**config.mk**
```make
export PLATFORM = sky130hd
export DESIGN_NAME = pcmp_unit
export DESIGN_NICKNAME = d
export VERILOG_FILES = /design/src/rtl/pcmp_pkg.sv /design/src/rtl/pcmp_relation.sv /design/src/rtl/pcmp_action.sv /design/src/rtl/pcmp_unit.sv
export SDC_FILE = /design/constraint.sdc
export NUM_CORES = 1
export LEC_CHECK = 0
export BUFFER_PORTS_ARGS = -buffer_cell sky130_fd_sc_hd__buf_4
export CAP_MARGIN = 20
export CORE_MARGIN = 2
export CORE_UTILIZATION = 48
export DETAILED_ROUTE_END_ITERATION = 6
export PLACE_DENSITY = 0.86
export REMOVE_ABC_BUFFERS = 1
export SYNTH_ARGS = -nofsm -noshare
export SYNTH_HDL_FRONTEND = slang
export SYNTH_SLANG_ARGS = --single-unit
```
**constraint.sdc**
```tcl
create_clock -name clk -period 1.15 [get_ports clk]
set_input_delay 0.23 -clock clk [delete_from_list [all_inputs] [get_ports clk]]
set_output_delay 0.23 -clock clk [all_outputs]
set_load 0.1 [all_outputs]
```
**src/rtl/pcmp_pkg.sv**
```systemverilog
package pcmp_pkg;
   localparam int REL_W = 3;
   localparam int ACT_W = 3;

   typedef enum logic [REL_W-1:0] {
      REL_EQ  = 3'd0,
      REL_NE  = 3'd1,
      REL_SLT = 3'd2,
      REL_SLE = 3'd3,
      REL_SGT = 3'd4,
      REL_SGE = 3'd5,
      REL_ULT = 3'd6,
      REL_UGE = 3'd7
   } rel_e;

   typedef enum logic [1:0] {
      CLS_ALWAYS = 2'd0,
      CLS_GUARD  = 2'd1,
      CLS_ANY    = 2'd2,
      CLS_ALL    = 2'd3
   } cls_e;

   typedef struct packed {
      logic wen;
      logic val;
      logic nxt;
   } pwr_t;
endpackage

```
**src/rtl/pcmp_relation.sv**
```systemverilog
module pcmp_relation
   import pcmp_pkg::*;
#(
   parameter int WIDTH   = 32,
   parameter bit SUB_CMP = 1'b1
) (
   input  logic [REL_W-1:0] rel_i,
   input  logic [WIDTH-1:0] a_i,
   input  logic [WIDTH-1:0] b_i,
   output logic             res_o
);
   localparam int MSB = WIDTH - 1;

   logic eq, ltu, lts;

   assign eq = (a_i == b_i);

   generate
      if (SUB_CMP) begin : g_sub
         logic [WIDTH:0] diff;
         assign diff = {1'b0, a_i} - {1'b0, b_i};
         assign ltu  = diff[WIDTH];
         assign lts  = (a_i[MSB] ^ b_i[MSB]) ? a_i[MSB] : ltu;
      end else begin : g_native
         assign ltu = (a_i < b_i);
         assign lts = ($signed(a_i) < $signed(b_i));
      end
   endgenerate

   always_comb begin
      unique case (rel_e'(rel_i))
         REL_EQ:  res_o = eq;
         REL_NE:  res_o = !eq;
         REL_SLT: res_o = lts;
         REL_SLE: res_o = lts | eq;
         REL_SGT: res_o = !(lts | eq);
         REL_SGE: res_o = !lts;
         REL_ULT: res_o = ltu;
         REL_UGE: res_o = !ltu;
         default: res_o = 1'b0;
      endcase
   end
endmodule

```
**src/rtl/pcmp_action.sv**
```systemverilog
module pcmp_action
   import pcmp_pkg::*;
(
   input  logic             issue_i,
   input  logic [ACT_W-1:0] act_i,
   input  logic             guard_i,
   input  logic             res_i,
   input  logic             cur_i,
   output pwr_t             wr_o
);
   logic sensed;
   logic wen_raw, val_raw;
   cls_e cls;

   assign cls    = cls_e'(act_i[2:1]);
   assign sensed = res_i ^ act_i[0];

   always_comb begin
      unique case (cls)
         CLS_ALWAYS: begin wen_raw = 1'b1;              val_raw = guard_i & sensed; end
         CLS_GUARD:  begin wen_raw = guard_i;           val_raw = sensed;           end
         CLS_ANY:    begin wen_raw = guard_i & sensed;  val_raw = 1'b1;             end
         CLS_ALL:    begin wen_raw = guard_i & !sensed; val_raw = 1'b0;             end
         default:    begin wen_raw = 1'b0;              val_raw = 1'b0;             end
      endcase
   end

   assign wr_o.wen = issue_i & wen_raw;
   assign wr_o.val = wr_o.wen & val_raw;
   assign wr_o.nxt = wr_o.wen ? val_raw : cur_i;
endmodule

```
**src/rtl/pcmp_unit.sv**
```systemverilog
module pcmp_unit
   import pcmp_pkg::*;
#(
   parameter int WIDTH   = 32,
   parameter int NDST    = 2,
   parameter bit OUT_REG = 1'b1,
   parameter bit SUB_CMP = 1'b1
) (
   input  logic                  clk,
   input  logic                  rst_n,
   input  logic                  valid_i,
   input  logic [REL_W-1:0]      rel_i,
   input  logic [WIDTH-1:0]      src_a_i,
   input  logic [WIDTH-1:0]      src_b_i,
   input  logic                  guard_i,
   input  logic [NDST*ACT_W-1:0] act_i,
   input  logic [NDST-1:0]       cur_i,
   output logic [NDST-1:0]       wen_o,
   output logic [NDST-1:0]       val_o,
   output logic [NDST-1:0]       nxt_o
);
   localparam int MAX_DST = 4;

   generate
      if (WIDTH < 2) begin : g_bad_width
         $error("pcmp_unit: WIDTH must be at least 2");
      end
      if (NDST < 1 || NDST > MAX_DST) begin : g_bad_ndst
         $error("pcmp_unit: NDST must lie in 1..4");
      end
   endgenerate

   logic            res;
   logic [NDST-1:0] wen_c, val_c, nxt_c;

   pcmp_relation #(.WIDTH(WIDTH), .SUB_CMP(SUB_CMP)) u_rel (
      .rel_i (rel_i),
      .a_i   (src_a_i),
      .b_i   (src_b_i),
      .res_o (res)
   );

   generate
      for (genvar d = 0; d < NDST; d++) begin : g_dst
         pwr_t wr;
         pcmp_action u_act (
            .issue_i (valid_i),
            .act_i   (act_i[d*ACT_W +: ACT_W]),
            .guard_i (guard_i),
            .res_i   (res),
            .cur_i   (cur_i[d]),
            .wr_o    (wr)
         );
         assign wen_c[d] = wr.wen;
         assign val_c[d] = wr.val;
         assign nxt_c[d] = wr.nxt;
      end
   endgenerate

   generate
      if (OUT_REG) begin : g_reg
         always_ff @(posedge clk or negedge rst_n) begin
            if (!rst_n) begin
               wen_o <= '0;
               val_o <= '0;
               nxt_o <= '0;
            end else begin
               wen_o <= wen_c;
               val_o <= val_c;
               nxt_o <= nxt_c;
            end
         end


         idle_nowrite_chk: assert property (@(posedge clk) disable iff (!rst_n)
            !valid_i |=> (wen_o == '0));

         for (genvar d = 0; d < NDST; d++) begin : g_chk
            localparam int CH = d*ACT_W + 2;
            localparam int SB = d*ACT_W;


            always_write_chk: assert property (@(posedge clk) disable iff (!rst_n)
               (valid_i && act_i[CH -: 2] == 2'b00) |=> wen_o[d]);

            always_clear_chk: assert property (@(posedge clk) disable iff (!rst_n)
               (valid_i && !guard_i && act_i[CH -: 2] == 2'b00) |=> !val_o[d]);

            guard_off_chk: assert property (@(posedge clk) disable iff (!rst_n)
               (valid_i && !guard_i && act_i[CH -: 2] != 2'b00) |=> !wen_o[d]);

            any_one_chk: assert property (@(posedge clk) disable iff (!rst_n)
               (valid_i && act_i[CH -: 2] == 2'b10) |=> (!wen_o[d] || val_o[d]));

            all_zero_chk: assert property (@(posedge clk) disable iff (!rst_n)
               (valid_i && act_i[CH -: 2] == 2'b11) |=> !val_o[d]);

            hold_cur_chk: assert property (@(posedge clk) disable iff (!rst_n)
               !valid_i |=> (nxt_o[d] == $past(cur_i[d])));

            sense_pair_chk: assert property (@(posedge clk) disable iff (!rst_n)
               (valid_i && guard_i && act_i[CH -: 2] == 2'b00 && act_i[SB] == 1'b0)
               |=> (nxt_o[d] == val_o[d]));
         end
      end else begin : g_comb
         assign wen_o = wen_c;
         assign val_o = val_c;
         assign nxt_o = nxt_c;
      end
   endgenerate
endmodule

```
==> flow_summary.yaml, run 1 <==
status:
  status: "aborted with a tool error"
  failing_step: "global routing"
  error: "[ERROR DPL-0038] Utilization greater than 100%, impossible to legalize"
synthesis:
  ys_warn_count: 0
  synth_flop_cell: "dfrtp_1"
  syn_avg_cell_area_um2: 7.81
  synth_edf_count: 0
  netlist_area_mm2: 0.00149
  ys_seq_elements: 6
  synth_cells: 191
  synth-seq-area-share: 0.101
  async_flop_share: 1.00
  ys_types: 43
placement:
  portBuffers: 84
  pre_cts_slack_ps: -1530
  gp_congestion: 0.794
  dp_hpwl_mm: 3.47
clock_network:
  numCtsBuffers: 3
  root_buffer: "clkbuf_4"
  clk_path_buf_depth: 2
  htreeDepth: 1
  clock-sinks: 6
sta:
  worst_endpoint_kind: "register input"
  grt-worst-endpoint: "nxt_o[1]$_DFF_PN0_/D"
floorplanning:
  top_level_ports: 85
  start_util: 0.497
  die_y_um: 59.7
  rows: 20
  die_w_um: 59.7
grt:
  grt_max_degree: 11
[Yosys cell counts (3+ instances only)]
master | number | area [um^2]
a21oi_1 | 18 | 90.1
dfrtp_1 | 6 | 150
ha_1 | 32 | 400
inv_1 | 37 | 139
nand2_1 | 11 | 41.3
nand4_1 | 4 | 25.0
nand4_2 | 4 | 50.1
nor2_1 | 11 | 41.3
nor2b_1 | 3 | 18.8
nor3_1 | 3 | 15.0
nor3b_1 | 3 | 22.5
nor4b_1 | 3 | 26.3
o2111ai_1 | 4 | 35.0
o211ai_1 | 5 | 37.5
o21ai_0 | 11 | 55.1
[through the flow]
step	setup TNS (ps)	utilization	hold slack, ps	instances	area [um^2]
after detailed placement	-8860	0.771	38.1	327	2310
after floorplan	-6970	-	-65.6	188	1480
after CTS	-6110	0.901	194	334	2710
after global placement	-8240	0.771	36.3	327	2310
[cell families after synthesis]
logic type               after synthesis  synth area share
flip-flops                             6             0.101
AND/OR/NAND/NOR                       57             0.271
AO/OA/AOI/OAI                         56             0.258
adder cells (fa/ha/maj)               32             0.268
buffers and inverters                 40             0.102
[repair_timing]
| action | in CTS |
|---|---|
| setup endpoints to repair | 6 |
| endpoints found under the hold margin | 6 |
| gates resized for setup | 53 |
| pin swaps | 19 |
| buffers inserted | 3 |
| hold buffers | 1 |
==> run 2: changes to the inputs <==
- CORE_UTILIZATION: 48 -> 35
- PLACE_DENSITY: 0.86 -> default
- PLACE_DENSITY_LB_ADDON: default -> 0.15
==> flow_summary.yaml, run 2 <==
synthesis:
  netlist.area_leader.share: 0.268
  synth_flop_cell: "dfrtp_1"
  synth.most_common_cell: "inv_1"
  async_flop_share: 1.00
  netlist_area_mm2: 0.00149
  syn_avg_cell_area_um2: 7.81
  yosysTopAreaCell: "ha_1"
  ys_types: 43
  synth_cells: 191
  ys_seq_elements: 6
  synth_area_leaders: "ha_1 (27%), dfrtp_1 (10%), inv_1 (9.3%)"
  ys_warn_count: 0
  synth_edf_count: 0
  synth-seq-area-share: 0.101
  yosys-top-cells-count: "inv_1 (37), ha_1 (32), a21oi_1 (18)"
clock_network:
  cts_tree: "yes"
  clk_path_buf_depth: 2
  path_clk_slew_ps: 40
  numCtsBuffers: 3
  root_buffer: "clkbuf_8"
  clock-sinks: 6
  htreeDepth: 1
sta:
  setup_viol: 6
  finalMaxSlewViolations: 0
  period_minus_slack_ps: 2260
  setup_ws_ps: -1110
  slew_headroom: 0.747
  whs_ps: 223
  final.period_utilization: 1.96
  hold_viol: 0
  worst_pin_slew_ps: 376
  fmax_mhz: 443
  grt_setup_unrepaired: "true"
layout:
  finalInstanceArea_mm2: 0.00286
  top_regs: "nxt_o x2, val_o x2, wen_o x2"
  fillCellCount: 317
  mostFrequentLayoutCell: "buf_4"
  final_cell_mix: "buf_4 (104), inv_1 (32), ha_4 (18)"
  syn_to_final_growth_pct: 91.9
  antennaDiodeCount: 0
  final_layout_size_suffix_gt1_frac: 0.541
  finalNetCount: 418
  final_cells: 355
routing:
  wire_per_inst_um: 13.3
  dr.first_iter.drc_count: 36
  drc: 0
  routed_wl_mm: 4.73
  vias_per_cell: 5.12
  ant_nets: 0
  drt_pre_antenna_iters: 4
  num_vias: 1817
power:
  clock_power_share: 0.171
  p_switching_uw: 711
  power.share.switching: 0.402
  pwr-share-comb: 0.694
  p_int_uw: 1060
  power_density_mw_per_mm2: 618
  pwr-share-seq: 0.135
  vdd_drop_max_uv: 379
  cellLeakagePower_uw: 0.00133
grt:
  grt_pass1_vias: 1882
  grt_overflow: 0
  antenna_found_initial: 0
  grt_max_degree: 13
  grt_usage: 0.200
  grt_pass1_wl_mm: 8.16
setup_path:
  cp-end-kind: "flip-flop"
  worst_ep_arrival_time_ps: 2370
  critPathLaunchType: "input port"
  critPathMaxFanout: 5
  critPathRequiredTime_ps: 1260
  critPathKind: "in2reg"
placement:
  gp_congestion: 0.824
  dp_cells: 344
  portBuffers: 84
  dpl_cell_area_mm2: 0.00234
  pre_cts_slack_ps: -1420
  dp_hpwl_mm: 3.38
floorplanning:
  top_level_ports: 85
  rows: 23
  start_util: 0.368
  dieArea_mm2: 0.00480
  die_w_um: 69.3
  die_y_um: 69.3
  core_area_mm2: 0.00406
hold_path:
  min_path_type: "in2reg"
status:
  violations: "setup timing"
  status: "finished, violations left"
run:
  max_cap_violations: 0
[run 2: cell counts after synthesis]
No cell type changed its count.
[run 2: layout make-up]
cell class | count | area [um^2] | share of cell area
Inverter | 37 | 144 | 0.0503
Tap cell | 50 | 62.6 | 0.0219
Clock buffer | 3 | 41.3 | 0.0144
Multi-Input combinational cell | 145 | 1570 | 0.549
Sequential cell | 6 | 150 | 0.0524
Timing Repair Buffer | 114 | 892 | 0.312
[run 2: power groups by stage]
stage / clock (uW) / sequential [uW] / combinational, uW
global placement: 0 / 241 / 954
global route: 317 / 242 / 1330
CTS: 307 / 240 / 1170
detailed placement: 0 / 242 / 958
floorplan: 0 / 400 / 368
finish: 302 / 239 / 1230
[run 2: cell families (layout without fill, tap and decap cells)]
kind of cell    Yosys count  after routing  synth area share
simple gates             57             57             0.271
compound gates           56             56             0.258
flops                     6              6             0.101
fa+ha+maj                32             32             0.268
buf+inv                  40            154             0.102
[run 2: metrics by stage]
stage / setup TNS, ps / total power [uW] / utilization
after floorplan: -6970 / 767 / -
after global placement: -8180 / 1190 / 0.576
after detailed placement: -8320 / 1200 / 0.576
after CTS: -6110 / 1720 / 0.692
after global routing: -7160 / 1890 / 0.706
final: -6430 / 1770 / 0.706
[run 2: routing by layer]
| layer | part of all wire | vias to the layer above | GRT usage |
|---|---|---|---|
| li1 | - | 941 | - |
| met1 | 0.43 | 812 | 0.245 |
| met2 | 0.50 | 60 | 0.370 |
| met3 | 0.058 | 4 | 0.0291 |
| met4 | 0.0070 | 0 | 0.0392 |
| met5 | 0 | - | 0 |
[run 2: path summary, 6_finish.rpt]
kind                       startpoint  endpoint  slack (ps)  depth (start not counted)
max                        src_b_i[5]  nxt_o[1]       -1110                         10
min                          act_i[2]  val_o[0]         220                          2
max in group asynchronous       rst_n  nxt_o[1]         670                          2
min in group asynchronous       rst_n  wen_o[1]         360                          2
[run 2: critical path, stage by stage]
cell,delay [ps]
buf_6,80
inv_4,30
ha_4,250
nand4_1,160
nor4_4,390
a2111oi_4,120
nand4b_4,210
a2111o_1,380
and3_4,230
o41ai_4,280
[run 2: what timing repair did]
action,CTS,global route
endpoints found under the hold margin,6,0
setup endpoints to repair,6,6
resized for setup,52,8
pin swaps,10,3
buffers inserted,6,1
hold buffers,1,0
No activity file was read; power rests on OpenSTA's default activity.
==> run 3: changes to the inputs <==
- REMOVE_ABC_BUFFERS: 1 -> default
==> flow_summary.yaml, run 3 (synthesized netlist as in run 2, its figures left out) <==
placement:
  pre_cts_slack_ps: -1270
  dpl_cell_area_mm2: 0.00260
  portBuffers: 84
  gp_congestion: 0.797
  dp_hpwl_mm: 3.77
grt:
  antenna_found_initial: 0
  grt_overflow: 0
  grt_usage: 0.186
  grt_pass1_vias: 1760
  grt_max_degree: 13
  grt_pass1_wl_mm: 7.69
power:
  pwr-share-seq: 0.141
  power.share.switching: 0.399
  cellLeakagePower_uw: 0.00132
  vdd_drop_max_uv: 290
  power_uw: 1700
  power_density_mw_per_mm2: 604
  pwr-share-comb: 0.682
  clock_power_share: 0.177
  p_switching_uw: 676
  p_int_uw: 1020
status:
  violations: "setup timing"
  status: "finished, violations left"
layout:
  syn_to_final_growth_pct: 88.1
  final_util: 0.691
  finalNetCount: 412
  top_regs: "nxt_o x2, val_o x2, wen_o x2"
  finalInstanceArea_mm2: 0.00281
  mostFrequentLayoutCell: "buf_4"
  antennaDiodeCount: 0
  final_cell_mix: "buf_4 (93), inv_1 (26), ha_4 (16), ha_1 (16), a21oi_1 (15)"
  final_layout_size_suffix_gt1_frac: 0.548
synthesis:
  synth_nets: 302
routing:
  drc: 0
  wire_per_inst_um: 12.7
  drt_pre_antenna_iters: 4
  vias_per_cell: 5.12
  ant_nets: 0
  routed_wl_mm: 4.42
  num_vias: 1786
  dr.first_iter.drc_count: 29
sta:
  fmax_mhz: 461
  worst_pin_slew_ps: 383
  finalMaxSlewViolations: 0
  hold_viol: 0
  grt_setup_unrepaired: "true"
  final.period_utilization: 1.89
  slew_headroom: 0.744
  period_minus_slack_ps: 2170
  setup_viol: 6
  setup_ws_ps: -1020
setup_path:
  critPathRequiredTime_ps: 1260
  cp-end-kind: "flip-flop"
  slowest_delay_ps: 420
  critPathKind: "in2reg"
  crit_path_cell_trace: "buf_4 > inv_2 > ha_4 > nand4_1 > nor4_4 > a2111oi_2 > nand4b_4 > a2111o_1 > and3_4 > o41ai_2"
  critPathLaunchType: "input port"
  worst_ep_arrival_time_ps: 2280
  cpMaxStageDelayCell: "a2111o_1"
  critPathMaxFanout: 6
clock_network:
  clk_path_buf_depth: 2
  htreeDepth: 1
  cts_tree: "yes"
  path_clk_slew_ps: 30
  root_buffer: "clkbuf_8"
  clock-sinks: 6
  numCtsBuffers: 3
run:
  max_cap_violations: 0
floorplanning:
  dieArea_mm2: 0.00480
  die_w_um: 69.3
  rows: 23
  die_y_um: 69.3
  core_area_mm2: 0.00406
  top_level_ports: 85
  start_util: 0.368
hold_path:
  min_path_type: "in2reg"
==> run 3: cell types whose count changed in the layout (fill, tap and decap cells not counted), moves of 3 or more <==
| cell | delta |
|---|---|
| buf_4 | -11 |
| buf_6 | +3 |
| inv_1 | -6 |
| inv_2 | +5 |
| nand4_2 | +3 |
| o2111ai_2 | +3 |
| nand4_4 | -3 |
==> run 3: critical path: cells and delay by family <==
kind | cells | cell delay (ps)
simple gates | 4 | 910
compound gates | 3 | 740
fa+ha+maj | 1 | 250
buf+inv | 2 | 130
==> run 3: layout make-up <==
cell class,instances,area (um^2)
clock buffers,3,41.3
repair buffers,108,878
well taps,50,62.6
flip-flops and latches,6,150
fillers,320,1250
multi-input cells,145,1520
inverters,37,156
==> run 3: worst paths after layout <==
path / start / to / slack, ps / cells after the start
worst min-delay path: act_i[2] / val_o[0] / 240 / 2
min in group asynchronous: rst_n / nxt_o[1] / 360 / 2
max in group asynchronous: rst_n / wen_o[0] / 680 / 2
worst max-delay path: src_b_i[6] / nxt_o[1] / -1020 / 10
==> run 3: through the flow <==
stage / hold WS (ps) / std cells / TNS (ps)
floorplan: -65.6 / 191 / -5910
global placement: 38.7 / 344 / -7440
detailed placement: 38.5 / 344 / -7520
CTS: 234 / 348 / -5950
global route: 238 / 349 / -6570
finish: 239 / 349 / -5880
==> run 3: power groups by stage <==
stage | registers (uW) | clock network (uW) | logic [uW]
after floorplan | 400 | 0 | 473
after global placement | 242 | 0 | 1070
after detailed placement | 242 | 0 | 1090
after CTS | 239 | 310 | 1130
after global routing | 241 | 329 | 1260
final | 239 | 300 | 1160
==> run 3: timing repair <==
action                     4_1_cts  5_1_grt
pin swaps                        5        8
setup buffers                    0        2
hold buffers                     1        0
setup endpoints to repair        6        6
gates resized for setup         14       15
hold endpoints to repair         6        0
==> run 3: layer usage <==
| layer | track usage | up-vias | wire [um] |
|---|---|---|---|
| li1 | - | 928 | - |
| met1 | 0.246 | 812 | 1990 |
| met2 | 0.333 | 46 | 2210 |
| met3 | 0.0160 | 0 | 217 |
| met4 | 0.0261 | 0 | 0 |
| met5 | 0 | - | 0 |
